[config.mk]
export PLATFORM = sky130hd
export DESIGN_NAME = nand_op_sequencer
export DESIGN_NICKNAME = d
export VERILOG_FILES = /design/src/rtl/nseq_pkg.sv /design/src/rtl/nseq_decode.sv /design/src/rtl/nseq_pack.sv /design/src/rtl/nand_op_sequencer.sv
export SDC_FILE = /design/constraint.sdc
export NUM_CORES = 1
export LEC_CHECK = 0
export BUFFER_PORTS_ARGS = -buffer_cell sky130_fd_sc_hd__buf_2
export CAP_MARGIN = 15
export CELL_PAD_IN_SITES_DETAIL_PLACEMENT = 2
export CELL_PAD_IN_SITES_GLOBAL_PLACEMENT = 2
export CORE_ASPECT_RATIO = 0.75
export CORE_UTILIZATION = 37
export DETAILED_ROUTE_END_ITERATION = 10
export PLACE_DENSITY = 0.92
export SYNTH_ARGS = -nofsm -noshare
export SYNTH_HDL_FRONTEND = slang
export SYNTH_SLANG_ARGS = --single-unit
[constraint.sdc]
create_clock -name clk -period 7.3 [get_ports clk]
set_input_delay 1.46 -clock clk [delete_from_list [all_inputs] [get_ports clk]]
set_output_delay 1.46 -clock clk [all_outputs]
set_load 0.03 [all_outputs]
[src/rtl/nseq_pkg.sv]
package nseq_pkg;

    localparam int ADDR_CYCLES = 2;

    typedef enum logic [2:0] {
        OP_READ  = 3'd0,
        OP_PROG  = 3'd1,
        OP_ERASE = 3'd2,
        OP_ID    = 3'd3,
        OP_STAT  = 3'd4,
        OP_RESET = 3'd5
    } op_e;

    typedef enum logic [2:0] {
        DK_NONE,
        DK_PAGE_OUT,
        DK_PAGE_IN,
        DK_ID,
        DK_STAT
    } dkind_e;

    typedef enum logic [3:0] {
        ST_IDLE,
        ST_CMD1,
        ST_ADDR,
        ST_DIN,
        ST_CMD2,
        ST_WFALL,
        ST_WRISE,
        ST_DOUT,
        ST_DONE
    } st_e;

    typedef struct packed {
        logic       valid;
        logic [7:0] opc1;
        logic       has_addr;
        logic       has_opc2;
        logic [7:0] opc2;
        logic       waits;
        dkind_e     kind;
    } opinfo_t;

endpackage

[src/rtl/nseq_decode.sv]
module nseq_decode
    import nseq_pkg::*;
(
    input  logic [2:0] op_code,
    output opinfo_t    info
);

    always_comb begin
        info          = '0;
        info.kind     = DK_NONE;
        case (op_code)
            OP_READ: begin
                info.valid    = 1'b1;
                info.opc1     = 8'h00;
                info.has_addr = 1'b1;
                info.has_opc2 = 1'b1;
                info.opc2     = 8'h30;
                info.waits    = 1'b1;
                info.kind     = DK_PAGE_OUT;
            end
            OP_PROG: begin
                info.valid    = 1'b1;
                info.opc1     = 8'h80;
                info.has_addr = 1'b1;
                info.has_opc2 = 1'b1;
                info.opc2     = 8'h10;
                info.waits    = 1'b1;
                info.kind     = DK_PAGE_IN;
            end
            OP_ERASE: begin
                info.valid    = 1'b1;
                info.opc1     = 8'h60;
                info.has_addr = 1'b1;
                info.has_opc2 = 1'b1;
                info.opc2     = 8'hD0;
                info.waits    = 1'b1;
            end
            OP_ID: begin
                info.valid    = 1'b1;
                info.opc1     = 8'h90;
                info.kind     = DK_ID;
            end
            OP_STAT: begin
                info.valid    = 1'b1;
                info.opc1     = 8'h70;
                info.kind     = DK_STAT;
            end
            OP_RESET: begin
                info.valid    = 1'b1;
                info.opc1     = 8'hFF;
                info.waits    = 1'b1;
            end
            default: info.valid = 1'b0;
        endcase
    end

endmodule

[src/rtl/nseq_pack.sv]
module nseq_pack (
    input  logic        clk,
    input  logic        rst_n,
    input  logic        capture,
    input  logic [15:0] din,
    input  logic [31:0] word,
    input  logic        sel_hi,
    output logic [31:0] packed_word,
    output logic [15:0] half
);

    logic [15:0] lo_d, lo_q;

    always_comb begin
        lo_d = lo_q;
        if (capture) lo_d = din;
    end

    always_ff @(posedge clk or negedge rst_n) begin
        if (!rst_n) lo_q <= '0;
        else        lo_q <= lo_d;
    end

    assign packed_word = {din, lo_q};
    assign half        = sel_hi ? word[31:16] : word[15:0];

endmodule

[src/rtl/nand_op_sequencer.sv]
module nand_op_sequencer
    import nseq_pkg::*;
#(
    parameter int PAGE_WORDS = 8,
    localparam int CW = $clog2(2 * PAGE_WORDS),
    localparam int AW = $clog2(PAGE_WORDS)
) (
    input  logic          clk,
    input  logic          rst_n,
    input  logic          start,
    input  logic [2:0]    op_sel,
    input  logic [31:0]   page_addr,
    output logic          host_busy,
    output logic          host_irq,
    output logic [31:0]   id_word,
    output logic [7:0]    status_byte,
    output logic [AW-1:0] buf_addr,
    input  logic [31:0]   buf_rdata,
    output logic          buf_we,
    output logic [31:0]   buf_wdata,
    output logic          fl_cs_n,
    output logic          fl_cmd_lat_n,
    output logic          fl_adr_lat_n,
    output logic          fl_wr_n,
    output logic          fl_rd_n,
    output logic          fl_wprot_n,
    output logic [15:0]   fl_dout,
    input  logic [15:0]   fl_din,
    input  logic          fl_ready
);

    localparam logic [CW-1:0] PAGE_LAST = CW'(2 * PAGE_WORDS - 1);
    localparam logic [CW-1:0] ADDR_LAST = CW'(ADDR_CYCLES - 1);

    typedef struct packed {
        st_e          st;
        logic         ph;
        logic [CW-1:0] cnt;
        logic [2:0]   op;
        logic [31:0]  addr;
        logic [31:0]  id;
        logic [7:0]   stat;
        logic         bwe;
        logic [31:0]  bwdata;
    } seq_t;

    seq_t          q, d;
    opinfo_t       info;
    logic [2:0]    dec_op;
    logic [CW-1:0] last;
    logic          cap_lo;
    logic [31:0]   packed_word;
    logic [15:0]   out_half;

    assign dec_op = (q.st == ST_IDLE) ? op_sel : q.op;

    nseq_decode i_decode (
        .op_code (dec_op),
        .info    (info)
    );

    nseq_pack i_pack (
        .clk         (clk),
        .rst_n       (rst_n),
        .capture     (cap_lo),
        .din         (fl_din),
        .word        (buf_rdata),
        .sel_hi      (q.cnt[0]),
        .packed_word (packed_word),
        .half        (out_half)
    );

    always_comb begin
        case (info.kind)
            DK_PAGE_OUT, DK_PAGE_IN: last = PAGE_LAST;
            DK_ID:                   last = CW'(1);
            default:                 last = '0;
        endcase
    end

    always_comb begin
        d      = q;
        d.bwe  = 1'b0;
        cap_lo = 1'b0;
        case (q.st)
            ST_IDLE: begin
                if (start && info.valid) begin
                    d.st   = ST_CMD1;
                    d.ph   = 1'b0;
                    d.cnt  = '0;
                    d.op   = op_sel;
                    d.addr = page_addr;
                end
            end
            ST_CMD1: begin
                if (!q.ph) begin
                    d.ph = 1'b1;
                end else begin
                    d.ph  = 1'b0;
                    d.cnt = '0;
                    if (info.has_addr)                                d.st = ST_ADDR;
                    else if (info.kind == DK_ID || info.kind == DK_STAT) d.st = ST_DOUT;
                    else if (info.waits)                              d.st = ST_WFALL;
                    else                                              d.st = ST_DONE;
                end
            end
            ST_ADDR: begin
                if (!q.ph) begin
                    d.ph = 1'b1;
                end else begin
                    d.ph = 1'b0;
                    if (q.cnt == ADDR_LAST) begin
                        d.cnt = '0;
                        if (info.kind == DK_PAGE_IN) d.st = ST_DIN;
                        else if (info.has_opc2)      d.st = ST_CMD2;
                        else if (info.waits)         d.st = ST_WFALL;
                        else                         d.st = ST_DONE;
                    end else begin
                        d.cnt = q.cnt + 1'b1;
                    end
                end
            end
            ST_DIN: begin
                if (!q.ph) begin
                    d.ph = 1'b1;
                end else begin
                    d.ph = 1'b0;
                    if (q.cnt == last) begin
                        d.cnt = '0;
                        if (info.has_opc2)   d.st = ST_CMD2;
                        else if (info.waits) d.st = ST_WFALL;
                        else                 d.st = ST_DONE;
                    end else begin
                        d.cnt = q.cnt + 1'b1;
                    end
                end
            end
            ST_CMD2: begin
                if (!q.ph) begin
                    d.ph = 1'b1;
                end else begin
                    d.ph  = 1'b0;
                    d.cnt = '0;
                    if (info.waits)                   d.st = ST_WFALL;
                    else if (info.kind == DK_PAGE_OUT) d.st = ST_DOUT;
                    else                              d.st = ST_DONE;
                end
            end
            ST_WFALL: begin
                if (!fl_ready) d.st = ST_WRISE;
            end
            ST_WRISE: begin
                if (fl_ready) begin
                    d.ph  = 1'b0;
                    d.cnt = '0;
                    d.st  = (info.kind == DK_PAGE_OUT) ? ST_DOUT : ST_DONE;
                end
            end
            ST_DOUT: begin
                if (!q.ph) begin
                    d.ph = 1'b1;
                    case (info.kind)
                        DK_PAGE_OUT: begin
                            if (!q.cnt[0]) begin
                                cap_lo = 1'b1;
                            end else begin
                                d.bwe    = 1'b1;
                                d.bwdata = packed_word;
                            end
                        end
                        DK_ID: begin
                            if (!q.cnt[0]) cap_lo = 1'b1;
                            else           d.id   = packed_word;
                        end
                        DK_STAT: d.stat = fl_din[7:0];
                        default: ;
                    endcase
                end else begin
                    d.ph = 1'b0;
                    if (q.cnt == last) d.st  = ST_DONE;
                    else               d.cnt = q.cnt + 1'b1;
                end
            end
            ST_DONE: d.st = ST_IDLE;
            default: d.st = ST_IDLE;
        endcase
    end

    always_ff @(posedge clk or negedge rst_n) begin
        if (!rst_n) q <= '0;
        else        q <= d;
    end

    always_comb begin
        fl_cs_n      = (q.st == ST_IDLE) || (q.st == ST_DONE);
        fl_cmd_lat_n = !((q.st == ST_CMD1) || (q.st == ST_CMD2));
        fl_adr_lat_n = !(q.st == ST_ADDR);
        fl_wr_n      = !(((q.st == ST_CMD1) || (q.st == ST_CMD2) ||
                          (q.st == ST_ADDR) || (q.st == ST_DIN)) && !q.ph);
        fl_rd_n      = !((q.st == ST_DOUT) && !q.ph);
        fl_wprot_n   = (q.st != ST_IDLE) &&
                       ((q.op == OP_PROG) || (q.op == OP_ERASE));
        case (q.st)
            ST_CMD1: fl_dout = {8'h00, info.opc1};
            ST_CMD2: fl_dout = {8'h00, info.opc2};
            ST_ADDR: fl_dout = q.cnt[0] ? q.addr[31:16] : q.addr[15:0];
            ST_DIN:  fl_dout = out_half;
            default: fl_dout = '0;
        endcase
    end

    assign host_busy   = (q.st != ST_IDLE);
    assign host_irq    = (q.st == ST_DONE);
    assign id_word     = q.id;
    assign status_byte = q.stat;
    assign buf_addr    = q.cnt[CW-1:1];
    assign buf_we      = q.bwe;
    assign buf_wdata   = q.bwdata;

endmodule

==> impl_metrics.xml, run 1 <==
<?xml version="1.0" encoding="UTF-8"?>
<metrics>
  <group name="die">
    <metric name="die_w" unit="um">159</metric>
    <metric name="start_util" unit="%">38.3</metric>
    <metric name="coreArea" unit="sq um">17900</metric>
    <metric name="core.rowCount" unit="">42</metric>
    <metric name="die_height" unit="um">120</metric>
    <metric name="ios" unit="">187</metric>
    <metric name="dieArea" unit="sq um">19100</metric>
  </group>
  <group name="logic_synthesis">
    <metric name="sequential_to_total_area_share_from_yosys_stat" unit="%">48.4</metric>
    <metric name="postSynthCellCount" unit="">566</metric>
    <metric name="largest_cells_by_area_after_synthesis" unit="">dfrtp_1 48%, mux2_2 20%, buf_4 8.2%</metric>
    <metric name="post-synth-top-area-cell" unit="">dfrtp_1</metric>
    <metric name="ys_types" unit="">57</metric>
    <metric name="ys.flop_type" unit="">dfrtp_1</metric>
    <metric name="synth_async_sr_flop_share" unit="%">100</metric>
    <metric name="syn_area_per_cell" unit="sq um">12.1</metric>
    <metric name="synth_register_bits" unit="">133</metric>
    <metric name="synth_fp_nets" unit="">655</metric>
    <metric name="syn_area" unit="sq um">6870</metric>
    <metric name="synth-warning-count" unit="">0</metric>
    <metric name="synth_enable_flop_cells" unit="">0</metric>
    <metric name="area_fraction_of_the_dominant_cell_type_after_synthesis" unit="%">48.4</metric>
  </group>
  <group name="clock_tree">
    <metric name="numClockSinks" unit="">133</metric>
    <metric name="postCtsHoldBufs" unit="">0</metric>
    <metric name="cts.root.buffer_cell" unit="">clkbuf_16</metric>
    <metric name="h-tree-depth" unit="">4</metric>
    <metric name="clk_latency" unit="ns">0.42</metric>
    <metric name="cts_resized" unit="">0</metric>
    <metric name="tritoncts_clock_tree" unit="">done</metric>
    <metric name="cts.reportedPaths.clkPinSlew" unit="ns">0.06</metric>
    <metric name="cts_buffer_depth" unit="">2</metric>
    <metric name="cts_made_buffers" unit="">17</metric>
    <metric name="post_cts_setup_buffer_count" unit="">0</metric>
  </group>
  <group name="sta">
    <metric name="finalSetupViolations" unit="">0</metric>
    <metric name="final_max_slew_viol_count" unit="">0</metric>
    <metric name="post-route-period-util" unit="%">66.3</metric>
    <metric name="slew_headroom" unit="%">31.1</metric>
    <metric name="rsz0062_at_grt" unit="">false</metric>
    <metric name="worst_slew_pin_slew" unit="ns">1.03</metric>
    <metric name="maxClockFrequency" unit="MHz">207</metric>
    <metric name="final-hold-violation-count" unit="">0</metric>
    <metric name="fin_crit" unit="ns">4.84</metric>
    <metric name="hold-worst-slack" unit="ns">0.499</metric>
    <metric name="post_route_setup_tns" unit="ns">0</metric>
    <metric name="fin_worst_skew" unit="ns">0.00726</metric>
  </group>
  <group name="worst_setup_path">
    <metric name="timing.critical_path.slowest_stage_cell" unit="">nor4_4</metric>
    <metric name="worst_setup_path_start_kind" unit="">flip-flop</metric>
    <metric name="setup.reg_to_reg.worst_slack" unit="ns">3.87</metric>
    <metric name="timing.critical_path.cells" unit="">nor4_4 -&gt; inv_2 -&gt; mux2i_1 -&gt; nand4_1 -&gt; nand2_1 -&gt; buf_2</metric>
    <metric name="worstSetupPathType" unit="">reg2out</metric>
    <metric name="crit_required" unit="ns">5.84</metric>
    <metric name="crit_path_max_fanout" unit="">21</metric>
    <metric name="worstSetupEndpointType" unit="">primary output</metric>
    <metric name="timing.critical_path.slowest_cell_delay" unit="ns">0.79</metric>
    <metric name="r2r_cells" unit="">5</metric>
    <metric name="critical_path_arrival" unit="ns">3.38</metric>
  </group>
  <group name="global_routing">
    <metric name="maximum_number_of_pins_on_one_net_before_global_route_repair" unit="">73</metric>
    <metric name="number_of_antenna_violations_at_the_first_check_in_global_routing" unit="">1</metric>
    <metric name="number_of_global_route_vias_before_repair" unit="">5433</metric>
    <metric name="globalRoute.totalOverflow" unit="">0</metric>
    <metric name="grt_pass1_wl" unit="um">31500</metric>
    <metric name="grt_use_total" unit="%">21.8</metric>
  </group>
  <group name="final_layout">
    <metric name="layout.cells.most_common" unit="">buf_2</metric>
    <metric name="area_growth" unit="%">17.6</metric>
    <metric name="final_core_util" unit="%">45.1</metric>
    <metric name="drive_above_1_share" unit="%">52.8</metric>
    <metric name="finish.net_count" unit="">760</metric>
    <metric name="mostFrequentLayoutCells" unit="">185 x buf_2, 132 x dfrtp_1, 124 x mux2_2, 36 x mux2i_1, 24 x nand2_1</metric>
  </group>
  <group name="placed_design">
    <metric name="gp_congestion" unit="">0.867</metric>
    <metric name="hpwlAfterDp" unit="um">13800</metric>
    <metric name="portBuffers" unit="">186</metric>
  </group>
  <group name="detailed_routing">
    <metric name="finalWirelength" unit="um">19800</metric>
    <metric name="route.detailed.wl_per_inst" unit="um">21.3</metric>
    <metric name="initialDrtViolationCount" unit="">172</metric>
    <metric name="detailedRoute.firstPassIterationCount" unit="">4</metric>
    <metric name="routed-via-count" unit="">4759</metric>
    <metric name="vias_per_cell" unit="">5.13</metric>
    <metric name="final_antenna_net_count" unit="">0</metric>
    <metric name="remaining_drc_errors" unit="">0</metric>
  </group>
  <group name="pwr">
    <metric name="cellPowerDensity" unit="nW/um^2">400</metric>
    <metric name="total_leakage_power" unit="nW">3.97</metric>
    <metric name="total_power_after_layout" unit="W">0.00323</metric>
    <metric name="irDropWorstVdd" unit="mV">0.175</metric>
  </group>
  <group name="hold_path">
    <metric name="worst_hold_path_type" unit="">reg2reg</metric>
    <metric name="worst_hold_path.num_cells" unit="">1</metric>
  </group>
  <group name="outcome">
    <metric name="result_of_the_run" unit="">complete, no violations</metric>
  </group>
  <group name="flow_run">
    <metric name="drv.max_cap_violation_count" unit="">0</metric>
  </group>
</metrics>
==> sequential cells by signal, indices dropped and copies added, names as in the netlist <==
| name | flops |
|---|---|
| id_word | 32 |
| i_pack.lo_q | 16 |
| status_byte | 8 |
| buf_we | 1 |
| buf_addr | 3 |
| buf_wdata | 32 |
| q | 41 |
==> metrics by stage <==
stage | instance area, sq um | setup WS, ns | instances
2_1_floorplan | 6870 | 3.23 | 566
3_3_place_gp | 7460 | 3.09 | 894
3_5_place_dp | 7460 | 3.00 | 894
4_1_cts | 8070 | 2.55 | 926
5_1_grt | 8080 | 2.27 | 927
6_report | 8080 | 2.46 | 928
==> worst max-delay path: cells and delay by family, from the launching register on <==
| family | cells | cell delay (ns) |
|---|---|---|
| AND/OR/NAND/NOR | 3 | 1.34 |
| flip-flops | 1 | 0.64 |
| buffers and inverters | 2 | 0.52 |
| multiplexers | 1 | 0.44 |
==> synth_stat cells, drive strengths merged, types with 3 or more instances <==
master	n
and2	3
or3	7
dfrtp	133
nor3	14
nor3b	6
nand2b	7
nand4	4
buf	90
inv	7
mux2i	37
nand2	24
o22ai	12
nor2	8
a21oi	8
nand3	5
clkbuf	15
mux2	126
o21ai	7
nor2b	9
o22a	5
==> cells by family (layout without fill, tap and decap cells) <==
logic type	count (synthesis)	after routing	share of synthesized area, %
multiplexers	163	163	26.2
flip-flops	133	133	48.4
buffers and inverters	112	230	10.4
AND/OR/NAND/NOR	96	96	7.98
AO/OA/AOI/OAI	57	57	6.19
XOR/XNOR	3	3	0.383
adder cells (fa/ha/maj)	2	2	0.364
other	0	2	0
==> final timing paths <==
path / startpoint / to
setup / recovery: q[114] / fl_dout[2]
hold / removal: buf_wdata[17] / buf_wdata[17]
setup reg to reg: q[114] / i_pack.lo_q[10]
hold reg to reg: buf_wdata[17] / buf_wdata[17]
max in group asynchronous: rst_n / buf_wdata[21]
min in group asynchronous: rst_n / buf_wdata[14]
==> per-layer routing <==
layer / vias up / GRT usage (%) / share of wire (%)
li1: 2166 / - / -
met1: 2456 / 27.0 / 43
met2: 118 / 37.8 / 51
met3: 19 / 5.53 / 4.4
met4: 0 / 5.71 / 1.3
met5: - / 0 / 0
==> final cells by class <==
cell class                      instances  area, sq um
Inverter                                7         26.3
Timing Repair Buffer                  191          975
Clock buffer                           17          425
Tap cell                              242          303
Antenna cell                            2         5.00
Clock inverter                         15          190
Multi-Input combinational cell        321         2830
Sequential cell                       133         3330
Fill cell                            1832         9840
==> power by group <==
part | total, W | internal (W) | switching (W)
Clock | 0.000894 | 0.000521 | 0.000373
Combinational | 0.00122 | 0.000502 | 0.000716
Sequential | 0.00112 | 0.000938 | 0.000184
Total | 0.00323 | 0.00196 | 0.00127
Power figures use the tool's default switching activity.
==> run 2, diff against run 1 <==
--- a/config.mk
+++ b/config.mk
@@ -10,9 +10,9 @@
 export CELL_PAD_IN_SITES_DETAIL_PLACEMENT = 2
 export CELL_PAD_IN_SITES_GLOBAL_PLACEMENT = 2
 export CORE_ASPECT_RATIO = 0.75
-export CORE_UTILIZATION = 37
+export CORE_UTILIZATION = 31
 export DETAILED_ROUTE_END_ITERATION = 10
-export PLACE_DENSITY = 0.92
+export PLACE_DENSITY = 0.83
 export SYNTH_ARGS = -nofsm -noshare
 export SYNTH_HDL_FRONTEND = slang
 export SYNTH_SLANG_ARGS = --single-unit
==> constraint.sdc (replaced) <==
create_clock -name clk -period 4.45 [get_ports clk]
set_input_delay 0.89 -clock clk [delete_from_list [all_inputs] [get_ports clk]]
set_output_delay 0.89 -clock clk [all_outputs]
set_load 0.03 [all_outputs]
==> impl_metrics.xml, run 2 (synthesis results as in run 1) <==
<?xml version="1.0" encoding="UTF-8"?>
<metrics>
  <group name="sta">
    <metric name="final-hold-violation-count" unit="">0</metric>
    <metric name="maxClockFrequency" unit="MHz">267</metric>
    <metric name="post_route_setup_tns" unit="ns">0</metric>
    <metric name="final_max_slew_viol_count" unit="">0</metric>
    <metric name="finalSetupViolations" unit="">0</metric>
    <metric name="post-route-period-util" unit="%">84.3</metric>
    <metric name="rsz0062_at_grt" unit="">false</metric>
    <metric name="fin_crit" unit="ns">3.75</metric>
    <metric name="fin_worst_skew" unit="ns">0.0111</metric>
    <metric name="slew_headroom" unit="%">37.5</metric>
    <metric name="worst_slew_pin_slew" unit="ns">0.937</metric>
  </group>
  <group name="global_routing">
    <metric name="met2_usage" unit="%">28.1</metric>
    <metric name="grt_util_met1" unit="%">22.9</metric>
    <metric name="gr-max-usage-layer" unit="">met2</metric>
    <metric name="maximum_number_of_pins_on_one_net_before_global_route_repair" unit="">101</metric>
    <metric name="global_route_track_usage_on_met3" unit="%">4.20</metric>
    <metric name="grt_use_total" unit="%">17.2</metric>
    <metric name="grt_pass1_wl" unit="um">29800</metric>
    <metric name="number_of_antenna_violations_at_the_first_check_in_global_routing" unit="">2</metric>
    <metric name="globalRoute.totalOverflow" unit="">0</metric>
    <metric name="number_of_global_route_vias_before_repair" unit="">5117</metric>
  </group>
  <group name="clock_tree">
    <metric name="postCtsHoldBufs" unit="">0</metric>
    <metric name="tritoncts_clock_tree" unit="">done</metric>
    <metric name="cts_buffer_depth" unit="">2</metric>
    <metric name="cts.root.buffer_cell" unit="">clkbuf_16</metric>
    <metric name="h-tree-depth" unit="">4</metric>
    <metric name="numClockSinks" unit="">133</metric>
    <metric name="cts_made_buffers" unit="">17</metric>
    <metric name="cts_resized" unit="">0</metric>
    <metric name="clk_latency" unit="ns">0.42</metric>
    <metric name="post_cts_setup_buffer_count" unit="">0</metric>
    <metric name="cts.reportedPaths.clkPinSlew" unit="ns">0.07</metric>
  </group>
  <group name="hold_path">
    <metric name="worst_hold_path_type" unit="">reg2reg</metric>
  </group>
  <group name="final_layout">
    <metric name="sequential_cell_area" unit="sq um">3330</metric>
    <metric name="area_growth" unit="%">19.5</metric>
    <metric name="multiInputGateArea" unit="sq um">2830</metric>
    <metric name="post_layout_nonfiller_instances" unit="">978</metric>
    <metric name="drive_above_1_share" unit="%">53.1</metric>
    <metric name="num-fill-cells" unit="">2303</metric>
    <metric name="mostFrequentLayoutCells" unit="">185 x buf_2, 132 x dfrtp_1, 124 x mux2_2, 36 x mux2i_1, 24 x nand2_1</metric>
    <metric name="finish.net_count" unit="">765</metric>
    <metric name="largest_register_ffs" unit="">41</metric>
    <metric name="largest_register" unit="">q</metric>
    <metric name="layout.cells.most_common" unit="">buf_2</metric>
  </group>
  <group name="worst_setup_path">
    <metric name="setup.reg_to_reg.worst_slack" unit="ns">1.56</metric>
    <metric name="timing.critical_path.from" unit="">q[113]</metric>
    <metric name="r2r_cells" unit="">6</metric>
    <metric name="timing.critical_path.cells" unit="">nor4_4 -&gt; buf_4 -&gt; inv_2 -&gt; mux2i_1 -&gt; nand4_1 -&gt; nand2_1 -&gt; buf_2</metric>
    <metric name="worst_setup_path_start_kind" unit="">flip-flop</metric>
    <metric name="rr_endpoint" unit="">buf_addr[1]</metric>
    <metric name="r2r-start" unit="">q[115]</metric>
    <metric name="critical_path_cell_count" unit="">7</metric>
    <metric name="worstSetupEndpointType" unit="">primary output</metric>
    <metric name="critPathTopFamily" unit="">flip-flops</metric>
    <metric name="worstSetupPathType" unit="">reg2out</metric>
    <metric name="crit_required" unit="ns">3.56</metric>
    <metric name="timing.critical_path.slowest_stage_cell" unit="">dfrtp_1</metric>
    <metric name="timing.critical_path.buf_inv" unit="">3</metric>
    <metric name="critPathCapture" unit="">fl_dout[1]</metric>
    <metric name="crit_path_max_fanout" unit="">17</metric>
    <metric name="timing.critical_path.slowest_cell_delay" unit="ns">0.72</metric>
    <metric name="critical_path_arrival" unit="ns">2.86</metric>
  </group>
  <group name="die">
    <metric name="core.rowCount" unit="">46</metric>
    <metric name="die_height" unit="um">131</metric>
    <metric name="die_w" unit="um">174</metric>
    <metric name="start_util" unit="%">32.1</metric>
    <metric name="coreArea" unit="sq um">21400</metric>
    <metric name="ios" unit="">187</metric>
    <metric name="dieArea" unit="sq um">22800</metric>
  </group>
  <group name="detailed_routing">
    <metric name="initialDrtViolationCount" unit="">136</metric>
    <metric name="routed-via-count" unit="">4671</metric>
    <metric name="final_antenna_net_count" unit="">0</metric>
    <metric name="vias_per_cell" unit="">4.78</metric>
    <metric name="detailedRoute.firstPassIterationCount" unit="">4</metric>
    <metric name="remaining_drc_errors" unit="">0</metric>
    <metric name="route.detailed.wl_per_inst" unit="um">19.7</metric>
    <metric name="finalWirelength" unit="um">19300</metric>
  </group>
  <group name="pwr">
    <metric name="irDropWorstVdd" unit="mV">0.240</metric>
    <metric name="cellPowerDensity" unit="nW/um^2">659</metric>
    <metric name="total_leakage_power" unit="nW">4.01</metric>
  </group>
  <group name="flow_run">
    <metric name="drv.max_cap_violation_count" unit="">0</metric>
  </group>
  <group name="placed_design">
    <metric name="portBuffers" unit="">186</metric>
    <metric name="gp_congestion" unit="">0.817</metric>
    <metric name="hpwlAfterDp" unit="um">13900</metric>
    <metric name="placed_cells_incl_taps" unit="">945</metric>
  </group>
  <group name="outcome">
    <metric name="result_of_the_run" unit="">complete, no violations</metric>
  </group>
</metrics>
run 2: cell types whose count changed in the layout (fill, tap and decap cells not counted), sizes merged:
cell and change:
buf +5, inv +1, bufinv +1, clkinv -1, clkinvlp -1, diode -1
run 2: layout make-up:
class | instances | share of cell area, %
Clock inverter | 15 | 2.77
Tap cell | 288 | 4.39
Timing Repair Buffer | 196 | 12.3
Antenna cell | 1 | 0.0305
Multi-Input combinational cell | 321 | 34.4
Inverter | 7 | 0.320
Clock buffer | 17 | 5.18
Sequential cell | 133 | 40.6
run 2: worst min-delay path by stage:
stage	cells past startpoint	end	start
after CTS	1	buf_wdata[30]	buf_wdata[30]
after floorplan	1	q[73]	q[73]
after global routing	1	buf_wdata[30]	buf_wdata[30]
final	1	buf_wdata[18]	buf_wdata[18]
after detailed placement	1	id_word[23]	id_word[23]
after global placement	1	buf_wdata[16]	buf_wdata[16]
run 2: per-stage QoR:
stage	cell area (sq um)	hold slack, ns	setup slack, ns	total power (W)	util [%]
6_report	8210	0.502	0.698	0.00541	38.3
4_1_cts	8210	0.505	0.667	0.00549	38.3
2_1_floorplan	6870	0.479	1.42	0.00333	-
3_5_place_dp	7550	0.488	1.15	0.00388	35.3
5_1_grt	8210	0.515	0.495	0.00571	38.3
3_3_place_gp	7550	0.482	1.26	0.00381	35.3
run 2: power breakdown:
group	internal, W	switching [W]
combinational	0.000839	0.00115
sequential	0.00154	0.000329
clock	0.000923	0.000637
run 2: metal layers:
layer / wire length [um] / vias up
li1: - / 2169
met1: 8970 / 2387
met2: 9370 / 104
met3: 797 / 11
met4: 143 / 0
met5: 0 / -
run 2: worst register-to-register path, delay by kind of cell, from the launching register on:
kind | cells | cell delay (ns)
compound gates | 4 | 1.55
simple gates | 1 | 0.29
flops | 1 | 0.71
mux | 1 | 0.23
